File: config.mk
export PLATFORM = sky130hd
export DESIGN_NAME = adc_seq
export DESIGN_NICKNAME = d
export VERILOG_FILES = /design/src/rtl/adc_seq_pkg.sv /design/src/rtl/adc_seq_timer.sv /design/src/rtl/adc_seq_sync.sv /design/src/rtl/adc_seq_recode.sv /design/src/rtl/adc_seq_ctrl.sv /design/src/rtl/adc_seq.sv
export SDC_FILE = /design/constraint.sdc
export NUM_CORES = 1
export LEC_CHECK = 0
export ABC_AREA = 1
export BUFFER_PORTS_ARGS = -buffer_cell sky130_fd_sc_hd__buf_2
export CORE_MARGIN = 3
export CORE_UTILIZATION = 50
export CTS_CLUSTER_DIAMETER = 50
export DETAILED_ROUTE_END_ITERATION = 8
export PLACE_DENSITY_LB_ADDON = 0.3
export SLEW_MARGIN = 40
export SYNTH_ARGS = -nofsm -noshare
export SYNTH_HDL_FRONTEND = slang
export SYNTH_SLANG_ARGS = --single-unit
File: constraint.sdc
create_clock -name clk -period 2.93 [get_ports clk]
set_clock_uncertainty 0.1 [all_clocks]
set_input_delay 0.1465 -clock clk [delete_from_list [all_inputs] [get_ports clk]]
set_output_delay 0.1465 -clock clk [all_outputs]
set_load 0.02 [all_outputs]
File: src/rtl/adc_seq_pkg.sv
package adc_seq_pkg;
  typedef enum logic [2:0] {
    S_IDLE, S_HOLD, S_WFALL, S_WRISE, S_READ, S_ACQ
  } seq_st_e;
endpackage

File: src/rtl/adc_seq_timer.sv
module adc_seq_timer #(
  parameter int CNT_W = 16
) (
  input  logic             clk,
  input  logic             rst,
  input  logic             en,
  input  logic [CNT_W-1:0] period,
  output logic             tick
);
  localparam logic [CNT_W-1:0] ONE = CNT_W'(1);
  logic [CNT_W-1:0] tcnt;

  always_ff @(posedge clk) begin
    if (rst || !en) begin
      tcnt <= '0;
      tick <= 1'b0;
    end else begin
      tick <= (tcnt == period - ONE);
      tcnt <= (tcnt >= period - ONE) ? '0 : tcnt + ONE;
    end
  end
endmodule

File: src/rtl/adc_seq_sync.sv
module adc_seq_sync #(
  parameter int STAGES = 2
) (
  input  logic clk,
  input  logic rst,
  input  logic din,
  output logic dout
);
  logic [STAGES-1:0] sh;

  generate
    if (STAGES == 1) begin : g_one
      always_ff @(posedge clk) begin
        if (rst) sh <= '1;
        else     sh <= din;
      end
    end else begin : g_chain
      always_ff @(posedge clk) begin
        if (rst) sh <= '1;
        else     sh <= {sh[STAGES-2:0], din};
      end
    end
  endgenerate

  assign dout = sh[STAGES-1];
endmodule

File: src/rtl/adc_seq_recode.sv
module adc_seq_recode #(
  parameter int DATA_W = 12
) (
  input  logic              bipolar,
  input  logic [DATA_W-1:0] din,
  output logic [DATA_W-1:0] dout
);
  generate
    for (genvar i = 0; i < DATA_W; i++) begin : g_bit
      if (i == DATA_W - 1) begin : g_msb
        assign dout[i] = din[i] ^ bipolar;
      end else begin : g_low
        assign dout[i] = din[i];
      end
    end
  endgenerate
endmodule

File: src/rtl/adc_seq_ctrl.sv
module adc_seq_ctrl
  import adc_seq_pkg::*;
#(
  parameter int CNT_W   = 16,
  parameter int TMO_CYC = 64
) (
  input  logic             clk,
  input  logic             rst,
  input  logic             tick,
  input  logic             busy_s,
  input  logic             cfg_tied,
  input  logic [CNT_W-1:0] cfg_hold,
  input  logic [CNT_W-1:0] cfg_gap,
  input  logic [CNT_W-1:0] cfg_rdw,
  output logic             start_n,
  output logic             cs_n,
  output logic             rd_n,
  output logic             cap,
  output logic             err_ovr,
  output logic             err_tmo
);
  localparam logic [CNT_W-1:0] ONE      = CNT_W'(1);
  localparam logic [CNT_W-1:0] TMO_LAST = CNT_W'(TMO_CYC - 1);

  seq_st_e          st_q, st_d;
  logic [CNT_W-1:0] cnt_q, cnt_d;
  logic             tmo;

  always_comb begin
    st_d  = st_q;
    cnt_d = cnt_q + ONE;
    cap   = 1'b0;
    tmo   = 1'b0;
    case (st_q)
      S_IDLE: begin
        cnt_d = '0;
        if (tick && busy_s) st_d = S_HOLD;
      end
      S_HOLD:
        if (cnt_q == cfg_hold - ONE) begin
          st_d = S_WFALL; cnt_d = '0;
        end
      S_WFALL:
        if (!busy_s) begin
          st_d = S_WRISE; cnt_d = '0;
        end else if (cnt_q == TMO_LAST) begin
          tmo = 1'b1; st_d = S_ACQ; cnt_d = '0;
        end
      S_WRISE:
        if (busy_s) begin
          cnt_d = '0;
          if (cfg_tied) begin
            cap = 1'b1; st_d = S_ACQ;
          end else begin
            st_d = S_READ;
          end
        end else if (cnt_q == TMO_LAST) begin
          tmo = 1'b1; st_d = S_ACQ; cnt_d = '0;
        end
      S_READ:
        if (cnt_q == cfg_rdw - ONE) begin
          cap = 1'b1; st_d = S_ACQ; cnt_d = '0;
        end
      S_ACQ:
        if (cnt_q == cfg_gap - ONE) begin
          st_d = S_IDLE; cnt_d = '0;
        end
      default: begin
        st_d = S_IDLE; cnt_d = '0;
      end
    endcase
  end

  always_ff @(posedge clk) begin
    if (rst) begin
      st_q    <= S_IDLE;
      cnt_q   <= '0;
      start_n <= 1'b1;
      cs_n    <= 1'b1;
      rd_n    <= 1'b1;
      err_ovr <= 1'b0;
      err_tmo <= 1'b0;
    end else begin
      st_q    <= st_d;
      cnt_q   <= cnt_d;
      start_n <= (st_d != S_HOLD);
      cs_n    <= !(cfg_tied || st_d == S_READ);
      rd_n    <= !(cfg_tied || st_d == S_READ);
      err_ovr <= tick && (st_q != S_IDLE || !busy_s);
      err_tmo <= tmo;
    end
  end

  AST_START_ONLY_WHEN_READY: assert property (@(posedge clk) disable iff (rst)
    $fell(start_n) |-> $past(busy_s));
  AST_OVERRUN_NO_START: assert property (@(posedge clk) disable iff (rst)
    err_ovr |-> !$fell(start_n));
  AST_READ_AFTER_BUSY: assert property (@(posedge clk) disable iff (rst)
    $fell(cs_n) |-> $past(busy_s));
  AST_STROBES_TOGETHER: assert property (@(posedge clk) disable iff (rst)
    cs_n == rd_n);
endmodule

File: src/rtl/adc_seq.sv
module adc_seq #(
  parameter int DATA_W  = 12,
  parameter int CNT_W   = 16,
  parameter int TMO_CYC = 64,
  parameter int SYNC_N  = 2
) (
  input  logic              clk,
  input  logic              rst,
  input  logic              cfg_en,
  input  logic              cfg_bipolar,
  input  logic              cfg_tied,
  input  logic [CNT_W-1:0]  cfg_period,
  input  logic [CNT_W-1:0]  cfg_hold,
  input  logic [CNT_W-1:0]  cfg_gap,
  input  logic [CNT_W-1:0]  cfg_rdw,
  output logic              cnv_start_n,
  input  logic              cnv_busy_n,
  output logic              cnv_cs_n,
  output logic              cnv_rd_n,
  input  logic [DATA_W-1:0] cnv_data,
  output logic              smp_valid,
  output logic [DATA_W-1:0] smp_data,
  output logic              err_overrun,
  output logic              err_timeout
);
  logic              tick, busy_s, cap;
  logic [DATA_W-1:0] coded;

  adc_seq_timer #(.CNT_W(CNT_W)) i_timer (
    .clk(clk), .rst(rst), .en(cfg_en), .period(cfg_period), .tick(tick));

  adc_seq_sync #(.STAGES(SYNC_N)) i_sync (
    .clk(clk), .rst(rst), .din(cnv_busy_n), .dout(busy_s));

  adc_seq_ctrl #(.CNT_W(CNT_W), .TMO_CYC(TMO_CYC)) i_ctrl (
    .clk(clk), .rst(rst), .tick(tick), .busy_s(busy_s), .cfg_tied(cfg_tied),
    .cfg_hold(cfg_hold), .cfg_gap(cfg_gap), .cfg_rdw(cfg_rdw),
    .start_n(cnv_start_n), .cs_n(cnv_cs_n), .rd_n(cnv_rd_n), .cap(cap),
    .err_ovr(err_overrun), .err_tmo(err_timeout));

  adc_seq_recode #(.DATA_W(DATA_W)) i_recode (
    .bipolar(cfg_bipolar), .din(cnv_data), .dout(coded));

  always_ff @(posedge clk) begin
    if (rst) begin
      smp_valid <= 1'b0;
      smp_data  <= '0;
    end else begin
      smp_valid <= cap;
      if (cap) smp_data <= coded;
    end
  end

  AST_VALID_SINGLE: assert property (@(posedge clk) disable iff (rst)
    smp_valid |=> !smp_valid);
  AST_DATA_HELD: assert property (@(posedge clk) disable iff (rst)
    !smp_valid |-> $stable(smp_data));
  AST_TIMEOUT_NO_SAMPLE: assert property (@(posedge clk) disable iff (rst)
    err_timeout |-> !smp_valid);
endmodule

==> out/results.tsv, run 1 <==
metric	value	unit
status	finished, final reports clean	
final net count	1029	
DRC	0	
CTS H-Tree Depth	2	
setup TNS	0	ns
CP endpoint kind	register	
reg2reg setup slack	0.52	ns
Worst setup SP type	primary input	
critical path data arrival time	2.76	ns
Root Buffer	clkbuf_8	
CTS Buf Count	5	
first-pass GRT wire length	19.9	mm
WS Path Type	primary input to register	
synth cell count leaders	204 x nand2_1, 138 x nor2_1, 97 x inv_1, 55 x dfxtp_1, 46 x xor2_1	
most common cell in the netlist	nand2_1	
WP data required	3.06	ns
HPWL after detailed placement	9.45	mm
Via density	4.85	
Final setup viols	0	
final hold violation count	0	
Synth top area share	0.221	
initial antenna violation count	2	
Rows	35	
Max-Cap Viols	0	
Critical Path Max Stage Delay	0.28	ns
Post-synth EDFFs	0	
async set-reset flop share out of synthesis	0	
sequential area share after synthesis	0.221	
Total Power	1520	µW
Fin Hold WS	0.0135	ns
CTS clk-pin slew, worst paths	0.10	ns
Slew Limit Fails	0	
I/O pin cnt	100	
Ys Warns	0	
Top FF cell, synth	dfxtp_1	
post-DR wirelength/cell	11.4	µm
Synth cell types	42	
power per standard cell area	256	nW/µm²
Avg Cell Area, Syn	6.20	µm²
Syn Nets	910	
Clock Latency Late Sink	0.32	ns
Syn Inst Count	804	
core area	9460	µm²
vias in the first global route	4627	
TritonCTS Sinks	55	
relative slew slack	0.506	
post-synthesis cell area	4980	µm²
GR Overflow Total	0	
largest fanout on the critical path	16	
via count	5107	
CTS tree	done	
layout cells sized above 1	0.190	
Clock Path Buffers	2	
Hold Path Class	primary input to register	
Port Buffers	99	
Total Wirelength	12.0	mm
leakage power	0.00284	µW
Highest Clock Rate	381	MHz
critical path, cell by cell	buf_2 > nor2_1 > nand2_1 > nor3_2 > nand2_1 > nor3_2 > nand2_1 > nor3_1 > xnor2_1 > ha_1 > a21oi_1 > nor2_1 > a2111oi_1 > nand2_1 > a211o_1 > buf_12 > nor3b_1	
Post-Place Cells	1030	
Antenna Nets Post-Route	0	
gpl congestion	0.881	
Pre-Repair DR Iteration Count	5	
drt initial violations	234	
Syn-to-layout area delta	18.9	%
fin crit period	2.62	ns
Final period util	0.896	
largest cells by area after synthesis	dfxtp_1 22%, nand2_1 15%, nor2_1 10%	
chip width	106	µm
utilization after layout	0.626	
Starting Density	0.527	
maximum vdd ir drop	0.000235	V
GRT Util Overall	0.212	
Crit path top cell by count	nand2_1	
Total Die Area	11200	µm²
Seq cells post-synth	55	
height of the die	106	µm
Synth area leader	dfxtp_1	
pin count of the biggest net entering global routing	20	
slowest CP cell	a211o_1	
Worst-Margin Slew	0.740	ns
Non-Filler Instances	1054	
stage by stage:
stage,setup WS (ns),cell area [µm²]
after global placement,-0.0411,5660
after detailed placement,-0.166,5660
after global routing,-0.0390,5920
after CTS,0.158,5900
after floorplan,0.0979,4980
final,0.305,5920
what timing repair did:
| action | in CTS | in global routing |
|---|---|---|
| resized for setup | 0 | 5 |
| buffers inserted | 0 | 0 |
| endpoints found under the setup margin | 0 | 16 |
| endpoints found under the hold margin | 18 | 0 |
| hold buffers | 15 | 0 |
worst paths after layout:
check,start,to,cells after the start
max,cfg_period[1],i_timer.tcnt[6],17
min,cnv_data[11],smp_data[11],3
max reg2reg,i_ctrl.cnt_q[11],i_ctrl.cnt_q[11],14
min reg2reg,i_sync.sh[0],i_sync.sh[1],1
layout make-up:
type,instances,area [µm²]
repair buffers,131,786
fillers,941,3530
multi-input cells,625,3390
well taps,129,161
flip-flops and latches,55,1100
diodes,1,2.50
clock buffers,5,68.8
clock inverters,3,25.0
inverters,105,394
cells by family (layout without fill, tap and decap cells):
kind of cell | count (synthesis) | in the layout | synth area share
and+or+nand+nor | 478 | 478 | 0.432
adders and majority gates | 24 | 24 | 0.0603
other | 0 | 1 | 0
AOI/OAI and AO/OA | 53 | 53 | 0.0595
DFF | 55 | 55 | 0.221
buffers and inverters | 124 | 244 | 0.104
xor gates and xnor gates | 70 | 70 | 0.123
power breakdown:
group | total (µW) | switching (µW) | internal (µW)
Clock | 449 | 274 | 175
Sequential | 753 | 2.32 | 751
Combinational | 314 | 173 | 141
Total | 1520 | 450 | 1070
critical path: cells and delay by family:
kind                     cells  cell delay [ns]
AO/OA/AOI/OAI                3             0.71
AND/OR/NAND/NOR             10             1.21
XOR/XNOR                     1             0.16
adder cells (fa/ha/maj)      1             0.27
buffers and inverters        2             0.26
cells in the final DEF (no fill, tap or decap), types with 5 or more instances in the layout:
cell type and n:
a21oi_1 19, buf_2 99, buf_4 16, clkbuf_8 5, dfxtp_1 55, dlygate4sd3_1 15
ha_1 24, inv_1 97, inv_2 7, nand2_1 204, nand3_1 41, nand3_2 5
nand3b_1 6, nand4_1 12, nor2_1 138, nor2_2 13, nor3_1 19, nor3_2 16
nor3b_1 6, o21ai_0 21, xnor2_1 24, xor2_1 46
metal layers:
layer / vias up / wire (µm) / part of all wire / GRT usage
met5: - / 13 / 0.0011 / 0
met4: 2 / 182 / 0.015 / 0.0518
met3: 14 / 577 / 0.048 / 0.0349
met2: 102 / 5740 / 0.48 / 0.388
met1: 2231 / 5450 / 0.46 / 0.258
li1: 2758 / - / - / -
state kept, by name (all words and copies together) (netlist names):
| signal | count |
|---|---|
| i_timer.tcnt | 16 |
| smp_data | 12 |
| i_ctrl.st_q | 3 |
| i_timer.tick | 1 |
| i_ctrl.start_n | 1 |
| i_ctrl.cs_n | 1 |
| smp_valid | 1 |
| i_ctrl.err_ovr | 1 |
| i_ctrl.err_tmo | 1 |
| i_ctrl.cnt_q | 16 |
| i_sync.sh | 2 |
(Power assumes the default switching activity.)
==> inputs of run 2 (changes only) <==
--- a/config.mk
+++ b/config.mk
@@ -8,10 +8,10 @@
 export ABC_AREA = 1
 export BUFFER_PORTS_ARGS = -buffer_cell sky130_fd_sc_hd__buf_2
 export CORE_MARGIN = 3
-export CORE_UTILIZATION = 50
+export CORE_UTILIZATION = 51
 export CTS_CLUSTER_DIAMETER = 50
 export DETAILED_ROUTE_END_ITERATION = 8
-export PLACE_DENSITY_LB_ADDON = 0.3
+export PLACE_DENSITY = 0.86
 export SLEW_MARGIN = 40
 export SYNTH_ARGS = -nofsm -noshare
 export SYNTH_HDL_FRONTEND = slang
==> run 2 against run 1 <==
Via count increased by 1.8%. Final area decreased by 0.38%. Combinational power about the same.
==> out/results.tsv, run 2 (synthesized netlist as in run 1, its figures left out) <==
metric	value	unit	change
relative slew slack	0.509		was 0.506
GR Overflow Total	0		unchanged
critical path data arrival time	2.73	ns	was 2.76 ns
initial antenna violation count	3		was 2
utilization after layout	0.630		was 0.626
height of the die	105	µm	was 106 µm
chip width	105	µm	was 106 µm
I/O pin cnt	100		unchanged
CTS clk-pin slew, worst paths	0.11	ns	was 0.10 ns
placed inst area	5650	µm²	was 5660 µm²
sequential share of power	0.502		was 0.497
Antenna Nets Post-Route	0		unchanged
Root Buffer	clkbuf_8		unchanged
most common cell after layout, fill and taps aside	nand2_1		unchanged
DRC	0		unchanged
WP data required	3.06	ns	about the same
Final setup viols	0		unchanged
Fin Hold WS	0.0145	ns	was 0.0135 ns
first-pass GRT wire length	21.4	mm	was 19.9 mm
TritonCTS Sinks	55		unchanged
Non-Filler Instances	1051		was 1,054
R2R depth	12		was 14
CTS tree	done		unchanged
maximum vdd ir drop	0.000207	V	was 0.000235 V
Rows	35		unchanged
Via density	4.95		was 4.85
Clock Path Buffers	2		unchanged
status	finished, final reports clean		unchanged
Pint	1060	µW	was 1070 µW
Worst setup SP type	primary input		unchanged
most frequent cells in the layout	203 x nand2_1, 138 x nor2_1, 99 x buf_2		was 204 x nand2_1, 138 x nor2_1, 99 x buf_2
final hold violation count	0		unchanged
Port Buffers	99		unchanged
vias in the first global route	5055		was 4,627
Starting Density	0.532		was 0.527
clock share of power	0.290		was 0.296
power per standard cell area	254	nW/µm²	was 256 nW/µm²
pre-CTS WS	-0.176	ns	was -0.166 ns
Total Wirelength	12.2	mm	was 12.0 mm
drt initial violations	189		was 234
Syn-to-layout area delta	18.5	%	was 18.9%
pin count of the biggest net entering global routing	19		was 20
P_sw	440	µW	was 450 µW
post-DR wirelength/cell	11.6	µm	was 11.4 µm
final setup margin	0.329	ns	was 0.305 ns
Total Die Area	11000	µm²	was 11,200 µm²
final net count	1026		was 1,029
leakage power	0.00283	µW	was 0.00284 µW
Finished Cell Area	5900	µm²	was 5920 µm²
hold depth	4		was 3
Clock Latency Late Sink	0.31	ns	was 0.32 ns
Pre-Repair DR Iteration Count	5		unchanged
CTS Buf Count	5		unchanged
Largest regs	i_ctrl.cnt_q (16), i_timer.tcnt (16), smp_data (12)		unchanged
Final period util	0.888		was 0.896
Highest Clock Rate	385	MHz	was 381 MHz
Worst-Margin Slew	0.734	ns	was 0.740 ns
GRT Util Overall	0.227		was 0.212
CTS H-Tree Depth	2		unchanged
CP endpoint kind	register		unchanged
Slew Limit Fails	0		unchanged
layout cells sized above 1	0.192		was 0.190
core area	9370	µm²	was 9460 µm²
WS Path Type	primary input to register		unchanged
HPWL after detailed placement	9.72	mm	was 9.45 mm
combinational share of power	0.208		was 0.207
gpl congestion	0.899		was 0.881
via count	5198		was 5,107
Hold Path Class	primary input to register		unchanged
largest fanout on the critical path	9		was 16
fin crit period	2.60	ns	was 2.62 ns
Post-Place Cells	1029		was 1,030
switching share of power	0.293		was 0.297
Max-Cap Viols	0		unchanged
## run 2: path summary, 6_finish.rpt
kind / end / start / slack, ns
min: i_ctrl.cs_n / cfg_tied / 0.01
max: i_timer.tcnt[3] / cfg_period[1] / 0.33
max reg2reg: smp_data[11] / i_ctrl.cnt_q[11] / 0.62
min reg2reg: i_sync.sh[1] / i_sync.sh[0] / 0.32
## run 2: what timing repair did
action	in CTS	in global routing
setup buffers	0	0
endpoints found under the setup margin	0	16
gates resized for setup	0	7
hold endpoints to repair	15	0
hold buffers	13	0
## run 2: metrics by stage
stage | TNS, ns | total power, µW
floorplan | 0 | 940
CTS | 0 | 1500
global placement | -0.169 | 1060
finish | 0 | 1500
detailed placement | -1.18 | 1060
global route | -0.00161 | 1580
## run 2: routing by layer
metal,vias to the layer above,share of wire,track usage
met5,-,0.0017,0
met4,4,0.024,0.0797
met3,28,0.054,0.0414
met2,124,0.49,0.407
met1,2286,0.43,0.271
li1,2756,-,-
## run 2: worst max-delay path, cell delays in order
cell,delay (ns)
buf_2,0.10
nor2_1,0.09
nand2_1,0.08
nor3_2,0.17
nand2_1,0.11
nor3_2,0.25
nand2_2,0.11
nor3_2,0.14
xnor2_1,0.15
ha_1,0.26
a21oi_1,0.15
nor2_1,0.07
a2111oi_2,0.21
nand2_1,0.08
a211o_1,0.25
buf_4,0.18
nor3b_1,0.19
## run 2: cell type report
cell class                 instances  area, µm²
antenna                            1       2.50
clock buffer                       5       68.8
clock inverter                     3       22.5
fill                             896       3470
inverter                         105        394
multi-input combinational        625       3390
sequential                        55       1100
tap                              129        161
timing repair buffer             128        758
## run 2: power groups by stage
stage / clock [µW] / combinational [µW] / sequential (µW)
after floorplan: 0 / 169 / 770
after global placement: 0 / 286 / 770
after detailed placement: 0 / 292 / 770
after CTS: 442 / 307 / 753
after global routing: 469 / 356 / 754
final: 436 / 312 / 753
==> inputs of run 3 (changes only) <==
--- a/config.mk
+++ b/config.mk
@@ -7,11 +7,12 @@
 export LEC_CHECK = 0
 export ABC_AREA = 1
 export BUFFER_PORTS_ARGS = -buffer_cell sky130_fd_sc_hd__buf_2
-export CORE_MARGIN = 3
-export CORE_UTILIZATION = 51
+export CORE_MARGIN = 1
+export CORE_UTILIZATION = 52
+export CTS_BUF_LIST = sky130_fd_sc_hd__clkbuf_4
 export CTS_CLUSTER_DIAMETER = 50
 export DETAILED_ROUTE_END_ITERATION = 8
-export PLACE_DENSITY = 0.86
+export PLACE_DENSITY = 0.87
 export SLEW_MARGIN = 40
 export SYNTH_ARGS = -nofsm -noshare
 export SYNTH_HDL_FRONTEND = slang
==> run 3 against run 2 <==
Register-to-register slack worse by 0.08 ns. Combinational power up 2%. Via count up 1.3%. Global-route usage up 2.3 points. Critical path depth up 2. Utilization up 1.0 points. Cell count up 0.57%. Sequential share of layout area about the same. Final area up 0.19%. Critical path type unchanged. Largest power group unchanged. Highest routed layer is now met4.
==> out/results.tsv, run 3 (synthesized netlist as in run 1, its figures left out) <==
metric	value	unit	change
status	finished, final reports clean		unchanged
CP endpoint kind	register		unchanged
gpl congestion	0.867		was 0.899
combinational share of power	0.222		was 0.208
Pint	992	µW	was 1060 µW
pre-CTS WS	-0.194	ns	was -0.176 ns
Critical Path Max Stage Delay	0.29	ns	was 0.26 ns
clock share of power	0.248		was 0.290
Port Buffers	99		unchanged
pin count of the biggest net entering global routing	19		unchanged
DRC	0		unchanged
Highest Clock Rate	387	MHz	was 385 MHz
Root Buffer	clkbuf_4		was clkbuf_8
RSZ-0062 raised after global routing	false		
Rows	35		unchanged
Clock Path Buffers	2		unchanged
largest fanout on the critical path	9		unchanged
Worst-Margin Slew	0.721	ns	was 0.734 ns
HPWL after detailed placement	9.36	mm	was 9.72 mm
most common cell after layout, fill and taps aside	nand2_1		unchanged
chip width	99.9	µm	was 105 µm
Final setup viols	0		unchanged
Crit path top cell by count	nand2_1		
GR Overflow Total	0		unchanged
final setup margin	0.346	ns	was 0.329 ns
most frequent cells in the layout	204 x nand2_1, 138 x nor2_1, 99 x buf_2		was 203 x nand2_1, 138 x nor2_1, 99 x buf_2
Fin Hold WS	0.360	ns	was 0.0145 ns
first-pass GRT wire length	20.6	mm	was 21.4 mm
relative slew slack	0.518		was 0.509
Non-Filler Instances	1057		was 1,051
final net count	1032		was 1,026
CTS tree	done		unchanged
WS Path Type	primary input to register		unchanged
CTS Buf Count	5		unchanged
fin crit period	2.58	ns	was 2.60 ns
Antenna Nets Post-Route	0		unchanged
slowest CP cell	ha_1		unchanged
Via density	4.98		was 4.95
maximum vdd ir drop	0.000170	V	was 0.000207 V
post-DR wirelength/cell	11.5	µm	was 11.6 µm
Slew Limit Fails	0		unchanged
critical path data arrival time	2.80	ns	was 2.73 ns
vias in the first global route	4898		was 5,055
leakage power	0.00284	µW	was 0.00283 µW
Hold Path Class	register to register		was primary input to register
drt initial violations	205		was 189
Pre-Repair DR Iteration Count	5		unchanged
GRT Util Overall	0.250		was 0.227
initial antenna violation count	2		was 3
Clock Latency Late Sink	0.39	ns	was 0.31 ns
height of the die	99.9	µm	was 105 µm
core area	9240	µm²	was 9370 µm²
I/O pin cnt	100		unchanged
layout cells sized above 1	0.191		was 0.192
WP data required	3.14	ns	was 3.06 ns
Max-Cap Viols	0		unchanged
critical path, cell by cell	buf_2 > inv_1 > buf_4 > ha_1 > nand2_1 > nor3_2 > nand2_1 > inv_1 > nand3_1 > nor3_2 > a21oi_1 > ha_1 > nand2_1 > nor2_1 > a2111oi_1 > nand2_1 > a211o_1 > buf_4 > nor3b_1		was buf_2 > nor2_1 > nand2_1 > nor3_2 > nand2_1 > nor3_2 > nand2_2 > nor3_2 > xnor2_1 > ha_1 > a21oi_1 > nor2_1 > a2111oi_2 > nand2_1 > a211o_1 > buf_4 > nor3b_1
post-CTS setup buffers	0		unchanged
Starting Density	0.539		was 0.532
power per standard cell area	241	nW/µm²	was 254 nW/µm²
switching share of power	0.303		was 0.293
P_sw	431	µW	was 440 µW
final hold violation count	0		unchanged
via count	5268		was 5,198
Worst setup SP type	primary input		unchanged
sequential share of power	0.530		was 0.502
Final period util	0.882		was 0.888
Post-Place Cells	1030		was 1,029
Total Die Area	9970	µm²	was 11,000 µm²
Finished Cell Area	5910	µm²	was 5900 µm²
CTS clk-pin slew, worst paths	0.16	ns	was 0.11 ns
Total Wirelength	12.2	mm	about the same
CTS H-Tree Depth	2		unchanged
placed inst area	5640	µm²	was 5650 µm²
Syn-to-layout area delta	18.7	%	was 18.5%
Largest regs	i_ctrl.cnt_q (16), i_timer.tcnt (16), smp_data (12)		unchanged
TritonCTS Sinks	55		unchanged
## run 3: final cells by class
class / count / area (µm²)
clock inverter: 3 / 22.5
inverter: 105 / 394
sequential: 55 / 1100
multi-input combinational: 625 / 3390
timing repair buffer: 134 / 803
antenna: 1 / 2.50
tap: 129 / 161
fill: 821 / 3330
clock buffer: 5 / 37.5
## run 3: routing by layer
metal,routed length (µm),GRT usage
met3,643,0.0418
met4,414,0.106
met5,0,0
met1,5210,0.290
met2,5920,0.452
## run 3: final timing paths
path | end | cells after the start | startpoint | slack (ns)
worst min-delay path | i_sync.sh[1] | 1 | i_sync.sh[0] | 0.36
worst max register to register | smp_data[0] | 13 | i_ctrl.cnt_q[13] | 0.54
worst max-delay path | i_timer.tcnt[6] | 19 | cfg_period[0] | 0.35
worst min register to register | i_sync.sh[1] | 1 | i_sync.sh[0] | 0.36
## run 3: power by group through the flow
stage / logic (µW) / registers [µW] / clock network, µW
2_1_floorplan: 169 / 770 / 0
3_3_place_gp: 285 / 770 / 0
3_5_place_dp: 291 / 770 / 0
4_1_cts: 312 / 754 / 353
5_1_grt: 358 / 755 / 388
6_report: 317 / 754 / 353
## run 3: what timing repair did
item,4_1_cts,5_1_grt
hold endpoints to repair,21,0
hold buffers,18,0
setup endpoints to repair,0,8
gates resized for setup,0,6
## run 3: critical path: cells and delay by family
family | cells | cell delay, ns
buffers and inverters | 5 | 0.54
adders and majority gates | 2 | 0.47
AOI/OAI and AO/OA | 3 | 0.62
and+or+nand+nor | 9 | 1.01
## run 3: stage by stage
step / total power (µW) / util / setup TNS, ns
floorplan: 940 / - / 0
global placement: 1050 / 0.611 / -0.256
detailed placement: 1060 / 0.611 / -1.95
CTS: 1420 / 0.637 / 0
global route: 1500 / 0.640 / 0
finish: 1420 / 0.640 / 0
